`config.mk`:
```
export PLATFORM = sky130hd
export DESIGN_NAME = pwm_fault_guard
export DESIGN_NICKNAME = d
export VERILOG_FILES = /design/src/rtl/pwm_fault_guard_pkg.sv /design/src/rtl/fp_filter.sv /design/src/rtl/fp_flag.sv /design/src/rtl/fp_outgate.sv /design/src/rtl/pwm_fault_guard.sv
export SDC_FILE = /design/constraint.sdc
export NUM_CORES = 1
export LEC_CHECK = 0
export BUFFER_PORTS_ARGS = -buffer_cell sky130_fd_sc_hd__buf_2
export CORE_UTILIZATION = 30
export DETAILED_ROUTE_END_ITERATION = 6
export SYNTH_ARGS = -nofsm -noshare
export SYNTH_HDL_FRONTEND = slang
export SYNTH_SLANG_ARGS = --single-unit
```
`constraint.sdc`:
```
create_clock -name clk -period 2.3 [get_ports clk]
set_input_delay 0.46 -clock clk [delete_from_list [all_inputs] [get_ports clk]]
set_output_delay 0.46 -clock clk [all_outputs]
set_load 0.01 [all_outputs]
```
`src/rtl/pwm_fault_guard_pkg.sv`:
```
package pwm_fault_guard_pkg;

   localparam int unsigned NUM_FLT = 4;

   typedef struct packed {
      logic drv;
      logic oe;
   } pin_t;

   // Safe-state decode: 00 low, 01 high, 1x released
   function automatic pin_t safe_pin(input logic [1:0] code);
      pin_t p;
      unique case (code)
         2'b00:   p = '{drv: 1'b0, oe: 1'b1};
         2'b01:   p = '{drv: 1'b1, oe: 1'b1};
         default: p = '{drv: 1'b0, oe: 1'b0};
      endcase
      return p;
   endfunction

endpackage

```
`src/rtl/fp_filter.sv`:
```
module fp_filter #(
   parameter int unsigned CNT_W = 4
) (
   input  logic             clk,
   input  logic             rst_n,
   input  logic             raw,
   input  logic             act_hi,
   input  logic             tick,
   input  logic [CNT_W-1:0] need_cnt,
   output logic             filt_o
);
   localparam logic [CNT_W-1:0] RUN_MAX = {CNT_W{1'b1}};

   logic             s1, s2, prev;
   logic [CNT_W-1:0] run, run_n, need;

   // polarity applied ahead of the synchroniser so reset means "not asserted"
   always_ff @(posedge clk or negedge rst_n) begin
      if (!rst_n) begin
         s1 <= 1'b0;
         s2 <= 1'b0;
      end else begin
         s1 <= raw ^ ~act_hi;
         s2 <= s1;
      end
   end

   always_comb begin
      need = (need_cnt == '0) ? CNT_W'(1) : need_cnt;
      if (s2 == prev)
         run_n = (run == RUN_MAX) ? run : run + CNT_W'(1);
      else
         run_n = CNT_W'(1);
   end

   always_ff @(posedge clk or negedge rst_n) begin
      if (!rst_n) begin
         prev   <= 1'b0;
         run    <= '0;
         filt_o <= 1'b0;
      end else if (tick) begin
         prev <= s2;
         run  <= run_n;
         if (run_n >= need)
            filt_o <= s2;
      end
   end
endmodule

```
`src/rtl/fp_flag.sv`:
```
module fp_flag #(
   parameter int unsigned NF = 4
) (
   input  logic          clk,
   input  logic          rst_n,
   input  logic [NF-1:0] filt,
   input  logic [NF-1:0] manual,
   input  logic [NF-1:0] clr,
   output logic [NF-1:0] flag
);
   always_ff @(posedge clk or negedge rst_n) begin
      if (!rst_n)
         flag <= '0;
      else
         flag <= filt | (flag & manual & ~clr);
   end
endmodule

```
`src/rtl/fp_outgate.sv`:
```
module fp_outgate
   import pwm_fault_guard_pkg::*;
#(
   parameter int unsigned NF = 4
) (
   input  logic          clk,
   input  logic          rst_n,
   input  logic          gen_in,
   input  logic [NF-1:0] mask,
   input  logic [1:0]    safe,
   input  logic [NF-1:0] flag,
   input  logic [NF-1:0] full_sel,
   input  logic          full_pulse,
   input  logic          half_pulse,
   output logic          pin_out,
   output logic          pin_oe,
   output logic          dis_o
);
   logic dis, need_full, req, req_full, bound_ok;
   pin_t sp;

   always_comb begin
      req      = |(mask & flag);
      req_full = |(mask & flag & full_sel);
      bound_ok = full_pulse | (half_pulse & ~need_full);
      sp       = safe_pin(safe);
   end

   always_ff @(posedge clk or negedge rst_n) begin
      if (!rst_n) begin
         dis       <= 1'b0;
         need_full <= 1'b0;
      end else if (req) begin
         dis       <= 1'b1;
         need_full <= need_full | req_full;
      end else if (dis && bound_ok) begin
         dis       <= 1'b0;
         need_full <= 1'b0;
      end
   end

   always_comb begin
      pin_out = dis ? sp.drv : gen_in;
      pin_oe  = dis ? sp.oe  : 1'b1;
   end

   assign dis_o = dis;
endmodule

```
`src/rtl/pwm_fault_guard.sv`:
```
module pwm_fault_guard
   import pwm_fault_guard_pkg::*;
#(
   parameter int unsigned NUM_CH = 3,
   parameter int unsigned PER_W  = 8,
   parameter int unsigned CNT_W  = 4
) (
   input  logic                  clk,
   input  logic                  rst_n,
   input  logic [NUM_FLT-1:0]    flt_raw,
   input  logic [NUM_FLT-1:0]    flt_act_hi,
   input  logic [NUM_FLT-1:0]    flt_manual,
   input  logic [NUM_FLT-1:0]    flt_full_sel,
   input  logic [NUM_FLT-1:0]    flt_clr,
   input  logic [PER_W-1:0]      filt_period,
   input  logic [CNT_W-1:0]      filt_count,
   input  logic                  full_cyc_pulse,
   input  logic                  half_cyc_pulse,
   input  logic [NUM_CH-1:0]     pwm_a_in,
   input  logic [NUM_CH-1:0]     pwm_b_in,
   input  logic [4*NUM_CH-1:0]   mask_a,
   input  logic [4*NUM_CH-1:0]   mask_b,
   input  logic [2*NUM_CH-1:0]   safe_a,
   input  logic [2*NUM_CH-1:0]   safe_b,
   output logic [NUM_CH-1:0]     pin_a_out,
   output logic [NUM_CH-1:0]     pin_a_oe,
   output logic [NUM_CH-1:0]     pin_b_out,
   output logic [NUM_CH-1:0]     pin_b_oe,
   output logic [NUM_FLT-1:0]    flt_flag
);
   localparam int unsigned MW = NUM_FLT;

   if (NUM_CH < 1)  $error("pwm_fault_guard: NUM_CH must be at least 1");
   if (PER_W < 1)   $error("pwm_fault_guard: PER_W must be at least 1");
   if (CNT_W < 1)   $error("pwm_fault_guard: CNT_W must be at least 1");
   if (MW != 4)     $error("pwm_fault_guard: mask fields assume four faults");

   // shared sample-rate prescaler
   logic [PER_W-1:0] pre_cnt;
   logic             tick;

   always_comb
      tick = (filt_period <= PER_W'(1)) || (pre_cnt >= filt_period - PER_W'(1));

   always_ff @(posedge clk or negedge rst_n) begin
      if (!rst_n)    pre_cnt <= '0;
      else if (tick) pre_cnt <= '0;
      else           pre_cnt <= pre_cnt + PER_W'(1);
   end

   logic [NUM_FLT-1:0] filt_vec;

   for (genvar j = 0; j < NUM_FLT; j++) begin : g_flt
      fp_filter #(.CNT_W(CNT_W)) u_filt (
         .clk      (clk),
         .rst_n    (rst_n),
         .raw      (flt_raw[j]),
         .act_hi   (flt_act_hi[j]),
         .tick     (tick),
         .need_cnt (filt_count),
         .filt_o   (filt_vec[j])
      );
   end

   fp_flag #(.NF(NUM_FLT)) u_flag (
      .clk    (clk),
      .rst_n  (rst_n),
      .filt   (filt_vec),
      .manual (flt_manual),
      .clr    (flt_clr),
      .flag   (flt_flag)
   );

   logic [NUM_CH-1:0] dis_a, dis_b;

   for (genvar k = 0; k < NUM_CH; k++) begin : g_ch
      fp_outgate #(.NF(NUM_FLT)) u_a (
         .clk        (clk),
         .rst_n      (rst_n),
         .gen_in     (pwm_a_in[k]),
         .mask       (mask_a[MW*k +: MW]),
         .safe       (safe_a[2*k +: 2]),
         .flag       (flt_flag),
         .full_sel   (flt_full_sel),
         .full_pulse (full_cyc_pulse),
         .half_pulse (half_cyc_pulse),
         .pin_out    (pin_a_out[k]),
         .pin_oe     (pin_a_oe[k]),
         .dis_o      (dis_a[k])
      );
      fp_outgate #(.NF(NUM_FLT)) u_b (
         .clk        (clk),
         .rst_n      (rst_n),
         .gen_in     (pwm_b_in[k]),
         .mask       (mask_b[MW*k +: MW]),
         .safe       (safe_b[2*k +: 2]),
         .flag       (flt_flag),
         .full_sel   (flt_full_sel),
         .full_pulse (full_cyc_pulse),
         .half_pulse (half_cyc_pulse),
         .pin_out    (pin_b_out[k]),
         .pin_oe     (pin_b_oe[k]),
         .dis_o      (dis_b[k])
      );
   end
endmodule

```
# Word-level counts from Yosys, hierarchy flattened
# Cells that the tools add are included.
[op_classes] n_eq_ne=14 order_cmp=6 muxes=46 addsub=6 n_reduce_logical=36 bitwise=48
[ops] op="$and 4x4->4" count=14
[ops] op="$reduce_or 4->1" count=12
[ops] op="$mux 4" count=9
[ops] op="$mux 1" count=30
[ops] op="$pmux 2 s2" count=6
[ops] op="$add 4x1->4 const B" count=4
[ops] op="$eq 4x4->1 const B" count=4
[ops] op="$ge 4x4->1" count=4
[ops] op="$eq 2x1->1 const B" count=6
[ops] op="$logic_not 2->1" count=6
[ops] op="$or 1x1->1" count=12
[ops] op="$reduce_bool 2->1" count=6
[ops] op="$not 1->1" count=10
[ops] op="$add 8x1->8 const B" count=1
[ops] op="$ge 8x8->1" count=1
[ops] op="$le 8x1->1 const B" count=1
[ops] op="$mux 8" count=1
[ops] op="$reduce_and 2->1" count=4
[ops] op="$sub 8x1->8 const B" count=1
[ops] op="$and 1x1->1" count=6
[ops] op="$logic_and 1x1->1" count=6
[ops] op="$eq 1x1->1" count=4
[ops] op="$logic_not 4->1" count=1
[ops] op="$not 4->4" count=1
[ops] op="other kinds (3)" count=6
[word_totals] inputBits=78 register_bits=56 output_inout_bits=16

# Depth between registers and ports, before layout
[depth] ltp_word=6 depth_mapped=10 mapped_depth_nobuf=9

# By module
# From an unflattened synthesis, not the netlist that was laid out.
[hier_totals] hier_cells=405 hier_area_um2=3754.9
[by_module_without_submodules] module="fp_filter" instances=4 cells_per_inst=54 seq_area_each_um2=200.2 area_each_um2=505.5
[by_module_without_submodules] module="fp_outgate" instances=6 cells_per_inst=18 seq_area_each_um2=50.0 area_each_um2=156.4
[by_module_without_submodules] module="pwm_fault_guard" instances=1 cells_per_inst=69 seq_area_each_um2=200.2 area_each_um2=649.4
[by_module_without_submodules] module="fp_flag" instances=1 cells_per_inst=12 seq_area_each_um2=100.1 area_each_um2=145.1

# Worst setup path before layout
# No wires, ideal clock.
[synth_path] kind="input port to flip-flop" start="input filt_period[2]" end="register g_flt[0].u_filt.run[1]" stages=9 n_path_buf=1 t_arrival_ns=2.475 t_required_ns=2.175 setup_slack_ns=-0.300 path_cell_list="nor4_4 -> nand2_1 -> xor2_1 -> ha_1 -> and4_1 -> o21ai_1 -> o211ai_4 -> buf_12 -> mux2_4"
[synth_via] elab_chain_len=3
[synth_rtl] item="start: declaration" line="pwm_fault_guard.sv:15" source="input logic [PER_W-1:0] filt_period,"
[synth_rtl] item="$sub 8x1->8" line="pwm_fault_guard.sv:43" source="tick = (filt_period <= PER_W'(1)) || (pre_cnt >= filt_period - PER_W'(1));"
[synth_rtl] item="$ge 8x8->1" line="pwm_fault_guard.sv:43"
[synth_rtl] item="$logic_or 1x1->1 (*)" line="pwm_fault_guard.sv:43"
[synth_rtl] item="end signal: assignment" line="fp_filter.sv:43" source="run <= run_n;"
[synth_rtl] item="end: declaration" line="fp_filter.sv:15" source="logic [CNT_W-1:0] run, run_n, need;"
# Every way passes the cells marked *; elsewhere a longest branch is shown, timed or not.
# A chain may end at the register's enable or synchronous reset.

# Final worst setup path
# Same ends and word-level chain as after synthesis.

==> impl_results.rst <==
.. list-table::
   :header-rows: 1

   * - Metric
     - Value
   * - Max-slew violations
     - 0
   * - Crit path setup slack, layout
     - 0.00263 ns
   * - Count of maximum capacitance violations
     - 0
   * - Dominant cell type by area after synthesis
     - dfrtp_1
   * - Starting Density
     - 31.0%
   * - Fin util
     - 40.4%
   * - Pin count of the biggest net entering global routing
     - 36
   * - Capturing point of the worst reg2reg path
     - g_flt[0].u_filt.filt_o$_DFFE_PN0P_
   * - Placed standard-cell area
     - 4530 sq um
   * - Sequential share of power
     - 34.7%
   * - Chip width
     - 114 um
   * - Leakage dissipation
     - 2.34 nW
   * - WL per Instance
     - 13.2 um
   * - Post-synth top area share
     - 37.1%
   * - Cell area after layout
     - 4910 sq um
   * - Aggregate negative setup slack
     - 0 ns
   * - Depth of the most critical reg-to-reg path
     - 9
   * - Number of antenna violations at the first check in global routing
     - 0
   * - Share of cells above drive strength 1
     - 34.5%
   * - P_sw
     - 1.68 mW
   * - Number of register bits inferred by synthesis
     - 56
   * - TritonCTS clock tree
     - built
   * - Peak clock frequency supported by timing
     - 435 MHz
   * - Vias in the first global route
     - 3,197
   * - Drt first-iter violations
     - 120
   * - Antenna viol nets, final
     - 0
   * - Most used cells in the layout excluding fill and tap cells
     - 92 x buf_2, 53 x dfrtp_1, 35 x nand3_1
   * - Placeable core region
     - 12,200 sq um
   * - Async SR Flop Fraction
     - 100%
   * - Total instance count after detailed placement
     - 651
   * - Total area of sequential cells
     - 1410 sq um
   * - Top Ports
     - 94
   * - CP arrival
     - 2.47 ns
   * - Source-to-sink clock delay at the later pin of the worst-skew pair
     - 0.29 ns
   * - Share of total power in the clock network
     - 16.4%
   * - Final hold viol count
     - 0
   * - Fill cell total of the finished layout
     - 1,247
   * - Post-layout net count
     - 608
   * - Comb power frac
     - 48.9%
   * - Final HPWL from detailed placement
     - 6890 um
   * - Cts bufs inserted
     - 5
   * - Number of warnings reported in the yosys synthesis log
     - 0
   * - Clock transition at the register clock pins on the worst setup and hold paths after CTS
     - 0.07 ns
   * - Worst min-delay path category
     - in -> async
   * - Final clock period utilization by the worst path
     - 99.9%
   * - Number of core rows
     - 40
   * - Final Skew
     - 0.00728 ns
   * - Worst reg2reg path startpoint
     - g_flt[0].u_filt.run[1]$_DFFE_PN0P_
   * - Unrepaired setup endpoints after global routing
     - true
   * - Crit Path Max Fanout
     - 12
   * - Maximum level of the CTS H-tree
     - 2
   * - Combined area of the multi-input logic cells
     - 2300 sq um
   * - Biggest area contributors in the synthesized netlist
     - dfrtp_1 37%, ha_1 10%, nand3_1 4.9%
   * - Overall Global Routing Usage
     - 13.5%
   * - Most instantiated flip-flop cell in the synthesis netlist
     - dfrtp_1
   * - Drc violations
     - 0
   * - Via count
     - 3,223
   * - Switching power share of the total
     - 36.8%
   * - Initial DRT Pass Iterations
     - 4
   * - Worst R2R Setup Slack
     - 0.12 ns
   * - Number of input and output port buffers inserted
     - 93
   * - Maximum vdd ir drop
     - 0.441 mV
   * - Post-Layout Cell Count
     - 667
   * - Relative slew slack
     - 64.6%
   * - DIE HEIGHT
     - 114 um
   * - Power Dens Cells
     - 932 nW/um^2
   * - Number of antenna diodes
     - 0
   * - Count of mapped cells out of synthesis
     - 387
   * - Worst setup path category
     - in -> reg
   * - Net count after synthesis
     - 496
   * - Register area share after synthesis
     - 37.1%
   * - CTS root buf
     - clkbuf_16
   * - EDFF count, synth
     - 0
   * - Crit path required time
     - 2.47 ns
   * - Post-Place Worst Slack
     - -0.364 ns
   * - Worst-margin pin slew
     - 0.531 ns
   * - Internal portion of total power
     - 2.89 mW
   * - Unique masters post-synth
     - 41
   * - Post-layout min period
     - 2.30 ns
   * - Most common cell after layout, fill and taps aside
     - buf_2
   * - Crit end category
     - flop
   * - Full die area
     - 13,000 sq um
   * - Overall routed net length
     - 8800 um
   * - Avg Inst Size Synth
     - 9.76 sq um
   * - Routability Congestion
     - 0.803
   * - Netlist area before placement
     - 3780 sq um
   * - Final setup vio count
     - 0
   * - Crit path launch type
     - input port
   * - Count of clock tree sinks
     - 56
   * - Result of the run
     - complete, no violations
   * - CTS Buffer Depth
     - 2
   * - First-pass GRT wire length
     - 14,400 um
   * - Leftover overflow at the end of global routing
     - 0
   * - Layout-stage area growth over the synthesis result
     - 30.1%
   * - Via density per instance
     - 4.83
critical path, cell delays in order:
cell and delay, ns:
buf_8 0.11, nor4_4 0.32, nand2_1 0.12, xor2_1 0.17
ha_1 0.29, and4_1 0.20, o21ai_2 0.08, o211ai_4 0.23
buf_12 0.19, mux2_4 0.30
state kept, by name (all words and copies together), names as in the netlist:
| signal | flops |
|---|---|
| g_ch.u_a.need_full | 3 |
| g_flt.u_filt.prev | 4 |
| u_flag.flag | 4 |
| g_flt.u_filt.s2 | 4 |
| g_flt.u_filt.s1 | 4 |
| g_flt.u_filt.run | 16 |
| g_flt.u_filt.filt_o | 4 |
| pre_cnt | 8 |
| g_ch.u_b.need_full | 3 |
| g_ch.u_a.dis_o | 3 |
| g_ch.u_b.dis_o | 3 |
per-layer routing:
metal | part of all wire [%] | vias up | track usage, %
li1 | - | 1603 | -
met3 | 5.5 | 4 | 2.33
met5 | 0 | - | 0
met4 | 0.28 | 0 | 2.25
met1 | 45 | 1523 | 16.8
met2 | 49 | 93 | 24.8
layout make-up:
cell class,instances,area share (%)
clock buffer,6,2.83
inverter,24,1.83
timing repair buffer,125,15.4
clock inverter,1,0.178
sequential,56,28.6
tap,168,4.28
multi-input combinational,287,46.9
logic make-up (layout without fill, tap and decap cells):
family,count (synthesis),count (layout),share of synthesized area (%)
and+or+nand+nor,136,136,17.7
AOI/OAI and AO/OA,72,72,15.4
DFF,56,56,37.1
buffers and inverters,44,156,6.10
adders and majority gates,31,31,10.3
xor gates and xnor gates,24,24,5.57
muxes,24,24,7.79
cell usage after synthesis, types with 4 or more instances:
cell,number
dfrtp_1,56
nand3_1,37
nor2_1,33
ha_1,31
nand2_1,29
inv_1,24
buf_4,13
a22o_1,12
xnor2_1,12
xor2_1,12
nand2b_1,10
a211o_1,9
mux2_4,9
nor3_1,9
mux2i_1,8
mux2_2,7
a21o_1,6
a32oi_1,6
clkbuf_1,6
nand3b_1,6
o22ai_1,6
nor3b_1,5
o21a_1,5
o21ai_0,5
a21oi_1,4
a31oi_1,4
o2111ai_1,4
o311ai_0,4
how the worst max path moves through the flow:
stage / end / slack, ns / startpoint
2_1_floorplan: g_flt[0].u_filt.run[1]$_DFFE_PN0P_ / -0.26 / filt_period[2]
3_3_place_gp: g_flt[3].u_filt.run[3]$_DFFE_PN0P_ / -0.33 / filt_period[2]
3_5_place_dp: g_flt[2].u_filt.run[3]$_DFFE_PN0P_ / -0.36 / filt_period[2]
4_1_cts: g_flt[3].u_filt.filt_o$_DFFE_PN0P_ / -0.02 / filt_period[3]
5_1_grt: g_flt[0].u_filt.run[3]$_DFFE_PN0P_ / -0.09 / filt_period[2]
6_report: g_flt[0].u_filt.run[1]$_DFFE_PN0P_ / 0.003 / filt_period[2]
through the flow:
stage / power (mW) / hold WS [ns]
2_1_floorplan: 2.95 / 0.164
3_3_place_gp: 3.43 / 0.332
3_5_place_dp: 3.51 / 0.336
4_1_cts: 4.36 / 0.161
5_1_grt: 4.97 / 0.198
6_report: 4.58 / 0.146
timing repair:
action	in CTS	in global routing
setup endpoints to repair	20	31
pin swaps	1	4
hold endpoints to repair	0	0
gates resized for setup	8	31
hold buffers	0	0
setup buffers	3	6
power groups by stage:
stage,clock (mW),combinational (mW),sequential [mW]
6_report,0.751,2.24,1.59
5_1_grt,0.812,2.53,1.63
4_1_cts,0.786,2.02,1.56
3_5_place_dp,0,1.94,1.57
3_3_place_gp,0,1.87,1.56
2_1_floorplan,0,1.47,1.48
(Power assumes the default switching activity.)
